<file path="config.mk">
export PLATFORM = sky130hd
export DESIGN_NAME = scan_chain_driver
export DESIGN_NICKNAME = d
export VERILOG_FILES = /design/src/rtl/scan_drv_pkg.sv /design/src/rtl/scan_drv_waitcfg.sv /design/src/rtl/scan_drv_ser.sv /design/src/rtl/scan_drv_deser.sv /design/src/rtl/scan_drv_seq.sv /design/src/rtl/scan_chain_driver.sv
export SDC_FILE = /design/constraint.sdc
export NUM_CORES = 1
export LEC_CHECK = 0
export CAP_MARGIN = 20
export CORE_MARGIN = 2
export CORE_UTILIZATION = 30
export DETAILED_ROUTE_END_ITERATION = 10
export PLACE_DENSITY = 0.62
export SLEW_MARGIN = 20
export SYNTH_ARGS = -nofsm -noshare
export SYNTH_HDL_FRONTEND = slang
export SYNTH_SLANG_ARGS = --single-unit
export TNS_END_PERCENT = 5
</file>
<file path="constraint.sdc">
create_clock -name clk -period 2.1 [get_ports clk]
set_input_delay 0.21 -clock clk [delete_from_list [all_inputs] [get_ports clk]]
set_output_delay 0.21 -clock clk [all_outputs]
set_load 0.005 [all_outputs]
</file>
<file path="src/rtl/scan_drv_pkg.sv">
`timescale 1ns/1ps
package scan_drv_pkg;

  typedef enum logic [3:0] {
    ST_LOAD,
    ST_SHIFT,
    ST_WAIT_A,
    ST_LATCH,
    ST_WAIT_B,
    ST_CAPT,
    ST_WAIT_C,
    ST_READ,
    ST_DONE
  } drv_state_e;

  // Index past the end of the chain falls back to the last cell.
  function automatic int unsigned clamp_index(input int unsigned idx, input int unsigned n);
    return (idx >= n) ? (n - 1) : idx;
  endfunction

  // Scan clocks needed to push the byte into cell idx.
  function automatic int unsigned write_clocks(input int unsigned idx, input int unsigned w);
    return w * (idx + 1);
  endfunction

  // Scan clocks needed after capture to bring cell idx out of the chain end.
  function automatic int unsigned read_clocks(input int unsigned idx, input int unsigned n,
                                              input int unsigned w);
    return w * (n - idx);
  endfunction

endpackage

</file>
<file path="src/rtl/scan_drv_waitcfg.sv">
`timescale 1ns/1ps
module scan_drv_waitcfg #(
  parameter int WAIT_W       = 8,
  parameter int DEFAULT_WAIT = 10
) (
  input  logic              clk,
  input  logic              rst_n,
  input  logic [1:0]        cfg_sel,
  input  logic [WAIT_W-1:0] wait_cfg,
  output logic [WAIT_W-1:0] wait_val
);

  localparam logic [WAIT_W-1:0] DEF_VAL = WAIT_W'(DEFAULT_WAIT);

  logic [WAIT_W-1:0] wait_q;

  // Loaded on every reset cycle; frozen once reset is released.
  always_ff @(posedge clk) begin
    if (!rst_n) begin
      wait_q <= (cfg_sel == 2'b11) ? wait_cfg : DEF_VAL;
    end
  end

  assign wait_val = wait_q;

endmodule

</file>
<file path="src/rtl/scan_drv_ser.sv">
`timescale 1ns/1ps
module scan_drv_ser #(
  parameter int DATA_W = 8
) (
  input  logic              clk,
  input  logic              rst_n,
  input  logic              load,
  input  logic [DATA_W-1:0] load_val,
  input  logic              shift,
  output logic              ser_bit
);

  logic [DATA_W-1:0] sr_q;

  always_ff @(posedge clk) begin
    if (!rst_n) begin
      sr_q <= '0;
    end else if (load) begin
      sr_q <= load_val;
    end else if (shift) begin
      sr_q <= {sr_q[DATA_W-2:0], 1'b0};
    end
  end

  assign ser_bit = sr_q[DATA_W-1];

endmodule

</file>
<file path="src/rtl/scan_drv_deser.sv">
`timescale 1ns/1ps
module scan_drv_deser #(
  parameter int DATA_W = 8
) (
  input  logic              clk,
  input  logic              rst_n,
  input  logic              take,
  input  logic              bit_in,
  input  logic              commit,
  output logic [DATA_W-1:0] word
);

  logic [DATA_W-1:0] rx_q;
  logic [DATA_W-1:0] word_q;

  always_ff @(posedge clk) begin
    if (!rst_n) begin
      rx_q <= '0;
    end else if (take) begin
      rx_q <= {rx_q[DATA_W-2:0], bit_in};
    end
  end

  always_ff @(posedge clk) begin
    if (!rst_n) begin
      word_q <= '0;
    end else if (commit) begin
      word_q <= rx_q;
    end
  end

  assign word = word_q;

endmodule

</file>
<file path="src/rtl/scan_drv_seq.sv">
`timescale 1ns/1ps
module scan_drv_seq
  import scan_drv_pkg::*;
#(
  parameter int NUM_DESIGNS = 250,
  parameter int DATA_W      = 8,
  parameter int IDX_W       = 9,
  parameter int WAIT_W      = 8,
  parameter int CNT_W       = 12
) (
  input  logic              clk,
  input  logic              rst_n,
  input  logic [IDX_W-1:0]  active_idx,
  input  logic [WAIT_W-1:0] wait_val,
  output logic              load,
  output logic              shift_adv,
  output logic              rx_take,
  output logic              rx_commit,
  output logic              drive_en,
  output logic              scan_clk,
  output logic              scan_sel,
  output logic              scan_latch,
  output logic              ready
);

  localparam logic [CNT_W-1:0] ONE      = CNT_W'(1);
  localparam logic [CNT_W-1:0] RX_SPAN  = CNT_W'(DATA_W);

  drv_state_e       state;
  logic             ph;
  logic [CNT_W-1:0] cnt;
  logic [IDX_W-1:0] idx_q;
  logic [IDX_W-1:0] sel_idx;
  logic [CNT_W-1:0] wait_ld;
  logic             last_clk;

  assign sel_idx  = IDX_W'(clamp_index(32'(active_idx), NUM_DESIGNS));
  assign wait_ld  = CNT_W'(wait_val);
  assign last_clk = ph && (cnt == ONE);

  always_ff @(posedge clk) begin
    if (!rst_n) begin
      state <= ST_LOAD;
      ph    <= 1'b0;
      cnt   <= '0;
      idx_q <= '0;
    end else begin
      case (state)
        ST_LOAD: begin
          idx_q <= sel_idx;
          cnt   <= CNT_W'(write_clocks(32'(sel_idx), DATA_W));
          ph    <= 1'b0;
          state <= ST_SHIFT;
        end
        ST_SHIFT: begin
          ph <= ~ph;
          if (last_clk) begin
            cnt   <= wait_ld;
            state <= ST_WAIT_A;
          end else if (ph) begin
            cnt <= cnt - ONE;
          end
        end
        ST_WAIT_A: begin
          if (cnt == '0) state <= ST_LATCH;
          else           cnt   <= cnt - ONE;
        end
        ST_LATCH: begin
          cnt   <= wait_ld;
          state <= ST_WAIT_B;
        end
        ST_WAIT_B: begin
          if (cnt == '0) begin
            ph    <= 1'b0;
            state <= ST_CAPT;
          end else begin
            cnt <= cnt - ONE;
          end
        end
        ST_CAPT: begin
          ph <= ~ph;
          if (ph) begin
            cnt   <= wait_ld;
            state <= ST_WAIT_C;
          end
        end
        ST_WAIT_C: begin
          if (cnt == '0) begin
            cnt   <= CNT_W'(read_clocks(32'(idx_q), NUM_DESIGNS, DATA_W));
            ph    <= 1'b0;
            state <= ST_READ;
          end else begin
            cnt <= cnt - ONE;
          end
        end
        ST_READ: begin
          ph <= ~ph;
          if (last_clk)  state <= ST_DONE;
          else if (ph)   cnt   <= cnt - ONE;
        end
        ST_DONE: begin
          state <= ST_LOAD;
        end
        default: state <= ST_LOAD;
      endcase
    end
  end

  // Named events brought out for the datapath and for the checker.
  assign load       = (state == ST_LOAD);
  assign drive_en   = (state == ST_SHIFT);
  assign shift_adv  = (state == ST_SHIFT) && ph;
  assign rx_take    = (state == ST_READ) && !ph && (cnt <= RX_SPAN);
  assign rx_commit  = (state == ST_READ) && last_clk;
  assign scan_clk   = ph;
  assign scan_sel   = (state == ST_CAPT) || (state == ST_WAIT_C);
  assign scan_latch = (state == ST_LATCH);
  assign ready      = (state == ST_DONE);

endmodule

</file>
<file path="src/rtl/scan_chain_driver.sv">
`timescale 1ns/1ps
module scan_chain_driver #(
  parameter int NUM_DESIGNS  = 250,
  parameter int DATA_W       = 8,
  parameter int IDX_W        = 9,
  parameter int WAIT_W       = 8,
  parameter int DEFAULT_WAIT = 10
) (
  input  logic              clk,
  input  logic              rst_n,
  input  logic [IDX_W-1:0]  active_idx,
  input  logic [DATA_W-1:0] data_in,
  input  logic [1:0]        cfg_sel,
  input  logic [WAIT_W-1:0] wait_cfg,
  input  logic              scan_din,
  output logic              scan_clk,
  output logic              scan_dout,
  output logic              scan_sel,
  output logic              scan_latch,
  output logic [DATA_W-1:0] out_data,
  output logic              ready
);

  localparam int CHAIN_BITS = DATA_W * NUM_DESIGNS;
  localparam int CLK_W      = $clog2(CHAIN_BITS + 1);
  localparam int CNT_W      = (CLK_W > WAIT_W) ? CLK_W : WAIT_W;

  logic [WAIT_W-1:0] wait_val;
  logic              load;
  logic              shift_adv;
  logic              rx_take;
  logic              rx_commit;
  logic              drive_en;
  logic              ser_bit;

  scan_drv_waitcfg #(
    .WAIT_W      (WAIT_W),
    .DEFAULT_WAIT(DEFAULT_WAIT)
  ) u_waitcfg (
    .clk     (clk),
    .rst_n   (rst_n),
    .cfg_sel (cfg_sel),
    .wait_cfg(wait_cfg),
    .wait_val(wait_val)
  );

  scan_drv_seq #(
    .NUM_DESIGNS(NUM_DESIGNS),
    .DATA_W     (DATA_W),
    .IDX_W      (IDX_W),
    .WAIT_W     (WAIT_W),
    .CNT_W      (CNT_W)
  ) u_seq (
    .clk       (clk),
    .rst_n     (rst_n),
    .active_idx(active_idx),
    .wait_val  (wait_val),
    .load      (load),
    .shift_adv (shift_adv),
    .rx_take   (rx_take),
    .rx_commit (rx_commit),
    .drive_en  (drive_en),
    .scan_clk  (scan_clk),
    .scan_sel  (scan_sel),
    .scan_latch(scan_latch),
    .ready     (ready)
  );

  scan_drv_ser #(.DATA_W(DATA_W)) u_ser (
    .clk     (clk),
    .rst_n   (rst_n),
    .load    (load),
    .load_val(data_in),
    .shift   (shift_adv),
    .ser_bit (ser_bit)
  );

  scan_drv_deser #(.DATA_W(DATA_W)) u_deser (
    .clk   (clk),
    .rst_n (rst_n),
    .take  (rx_take),
    .bit_in(scan_din),
    .commit(rx_commit),
    .word  (out_data)
  );

  assign scan_dout = drive_en & ser_bit;

endmodule

</file>
==> impl_metrics.toml <==
[synthesis]
ys_seq_area_share_pct = 35.6
synthCells = 389
syn_nets = 424
synthFlopType = "dfxtp_1"
synth.avg_cell_area_um2 = 8.67
postSynth.asyncResetShare_pct = 0
synth-seq-cells = 56
netlist-cell-type-count = 69
synth-edff-count = 8
syn_area_um2 = 3370
yosysWarnings = 0

[grt]
grt_pass1_vias = 3084
grt_overflow_total = 0
met3_usage_pct = 2.35
grtUsageMet2_pct = 26.8
grt_use_total_pct = 15.5
use_met1_pct = 20.3
top_usage_layer = "met2"
grt_pass1_wl_um = 14900
grt_antenna_before_repair = 0
grt_start_max_net_pins = 48

[route]
vias = 3209
dr.pass1.iters = 5
first_iter_violations = 158
final_antenna_net_count = 0
vias_per_cell = 5.18
drt_wl_total_um = 9280
wire_per_inst_um = 15.0
drc = 0

[floorplan]
die_w_um = 110
fp.coreArea_um2 = 10900
chipHeight_um = 110
start_util_pct = 31.0
core.rowCount = 38
ios = 43
design.die.area_um2 = 12100

[cts]
htreeDepth = 2
cts-root-buf = "clkbuf_8"
cts.sinks = 56
clkTransAtPathRegs_ps = 110
cts_buffers = 5
ctsHoldBuffers = 0
cts_tree = "built"
clock_latency_ps = 320
cts_max_path_buffers = 2

[power_and_ir_drop]
leakagePower_nw = 1.74
max-vdd-ir-drop_uv = 415
total_power_mw = 5.47
p_per_area_nw_per_um2 = 1190

[sta]
finalSetupViolCount = 0
fin_skew_ps = 12.5
clock.fmax_mhz = 487
relSlewSlack_pct = 60.6
hold_violations = 0
period_share_pct = 97.9
worst_slew_pin_slew_ps = 588
period_minus_slack_ps = 2060
slew_viol_final = 0
setup_slack_ps = 44.5
rsz0062_at_grt = "true"

[placed_design]
dp_slack_ps = -444
io_buffers = 42
dp_hpwl_um = 6840
gp_congestion = 0.895

[cells_and_area]
layout-drive-gt1-share_pct = 24.0
diodes = 0
final_nets = 513
syn2layout_area_growth_pct = 35.8

[critical_path]
worst_setup_path_start_kind = "flip-flop"
arrival_ps = 2250
worst-path-max-fanout = 6
crit_type = "reg -> reg"
crit_path_end_kind = "flip-flop"
cp.required_ps = 2300

[outcome]
status = "complete, no violations"

[worst_hold_path]
hp-class = "in -> reg"

[flow_run]
maxCapViolCount = 0
critical path, cell delays in order, from the launching register on:
cell      delay (ps)
dfxtp_2          360
inv_1             60
buf_4            140
ha_1             210
nor3b_2          160
buf_4            150
nand3_1          100
mux2_2           340
a221oi_2         260
o221ai_1         130
layout make-up:
cell class                 count  area, um^2
tap                          140         175
sequential                    56        1210
inverter                       9        37.5
multi-input combinational    301        2120
fill                        1062        6310
timing repair buffer         105         926
clock buffer                   6        93.8
clock inverter                 2        16.3
repair_timing:
action,4_1_cts,5_1_grt
pin swaps,1,5
endpoints found under the setup margin,4,18
setup buffers,0,2
gates resized for setup,7,27
placed cells by master, fill, tap and decap left out, types with 6 or more instances in the layout:
cell type / synthesis / layout
mux2i_1: 26 / 26
nor3_1: 19 / 17
a21oi_1: 19 / 19
nand3_1: 18 / 17
and3_1: 9 / 9
dfxtp_2: 0 / 7
clkdlybuf4s50_1: 0 / 42
nor2_1: 54 / 53
nand4_1: 6 / 6
inv_1: 9 / 7
buf_4: 2 / 59
edfxtp_1: 8 / 8
o21ai_0: 10 / 9
nand2_1: 28 / 28
a211oi_1: 9 / 9
xnor2_1: 11 / 11
dfxtp_1: 48 / 41
cells in the mapped netlist, drive strengths merged, types with 10 or more instances:
cell type	n	share of area (%)
nor2	56	6.4
dfxtp	48	28
nand2	29	3.3
mux2i	26	7.7
nor3	22	3.7
a21oi	20	3.1
nand3	19	3.0
buf	13	3.2
o21ai	13	2.2
xnor2	11	2.9
a211oi	10	2.6
and3	10	1.9
clkbuf	10	1.1
flip-flops by register name, summed over array words and instances (netlist names):
| name | flops |
|---|---|
| u_deser.rx_q | 8 |
| u_deser.word | 8 |
| u_seq.cnt | 11 |
| u_seq.idx_q | 8 |
| u_seq.scan_clk | 1 |
| u_seq.state | 4 |
| u_ser.sr_q | 8 |
| u_waitcfg.wait_val | 8 |
layer usage:
metal | vias up | wire (um)
li1 | 1606 | -
met1 | 1527 | 4230
met2 | 70 | 4600
met3 | 6 | 376
met4 | 0 | 76
met5 | - | 0
worst paths after layout:
path	from	end	slack (ps)	cells after the start
min reg2reg	u_ser.sr_q[0]	u_ser.sr_q[0]	490	2
min	data_in[0]	u_ser.sr_q[0]	430	3
max	u_seq.cnt[0]	u_seq.cnt[10]	40	9
max reg2reg	u_seq.cnt[0]	u_seq.cnt[10]	40	9
stage by stage:
stage                     util [%]  std cells  TNS, ps  hold slack [ps]  instance area (um^2)
after CTS                     40.9        617        0              439                  4450
after floorplan                  -        389        0              346                  3370
after global placement        39.5        609     -437              459                  4310
after detailed placement      39.5        609    -1010              461                  4310
final                         42.1        619        0              433                  4580
after global routing          42.1        619     -148              447                  4580
power breakdown:
| part | switching, mW | internal [mW] | leakage, nW |
|---|---|---|---|
| clock network | 0.385 | 0.312 | 0.0530 |
| registers | 0.281 | 1.35 | 0.474 |
| logic | 1.66 | 1.48 | 1.21 |
kinds of logic (layout without fill, tap and decap cells):
kind of cell	count (synthesis)	in the layout	share of synthesized area, %
compound gates	85	85	18.6
simple gates	168	168	26.4
fa+ha+maj	5	5	1.86
mux	27	27	8.05
flops	56	56	35.6
xor+xnor	16	16	4.16
buf+inv	32	122	5.31
Note: power is estimated with default switching activity, not from simulation.
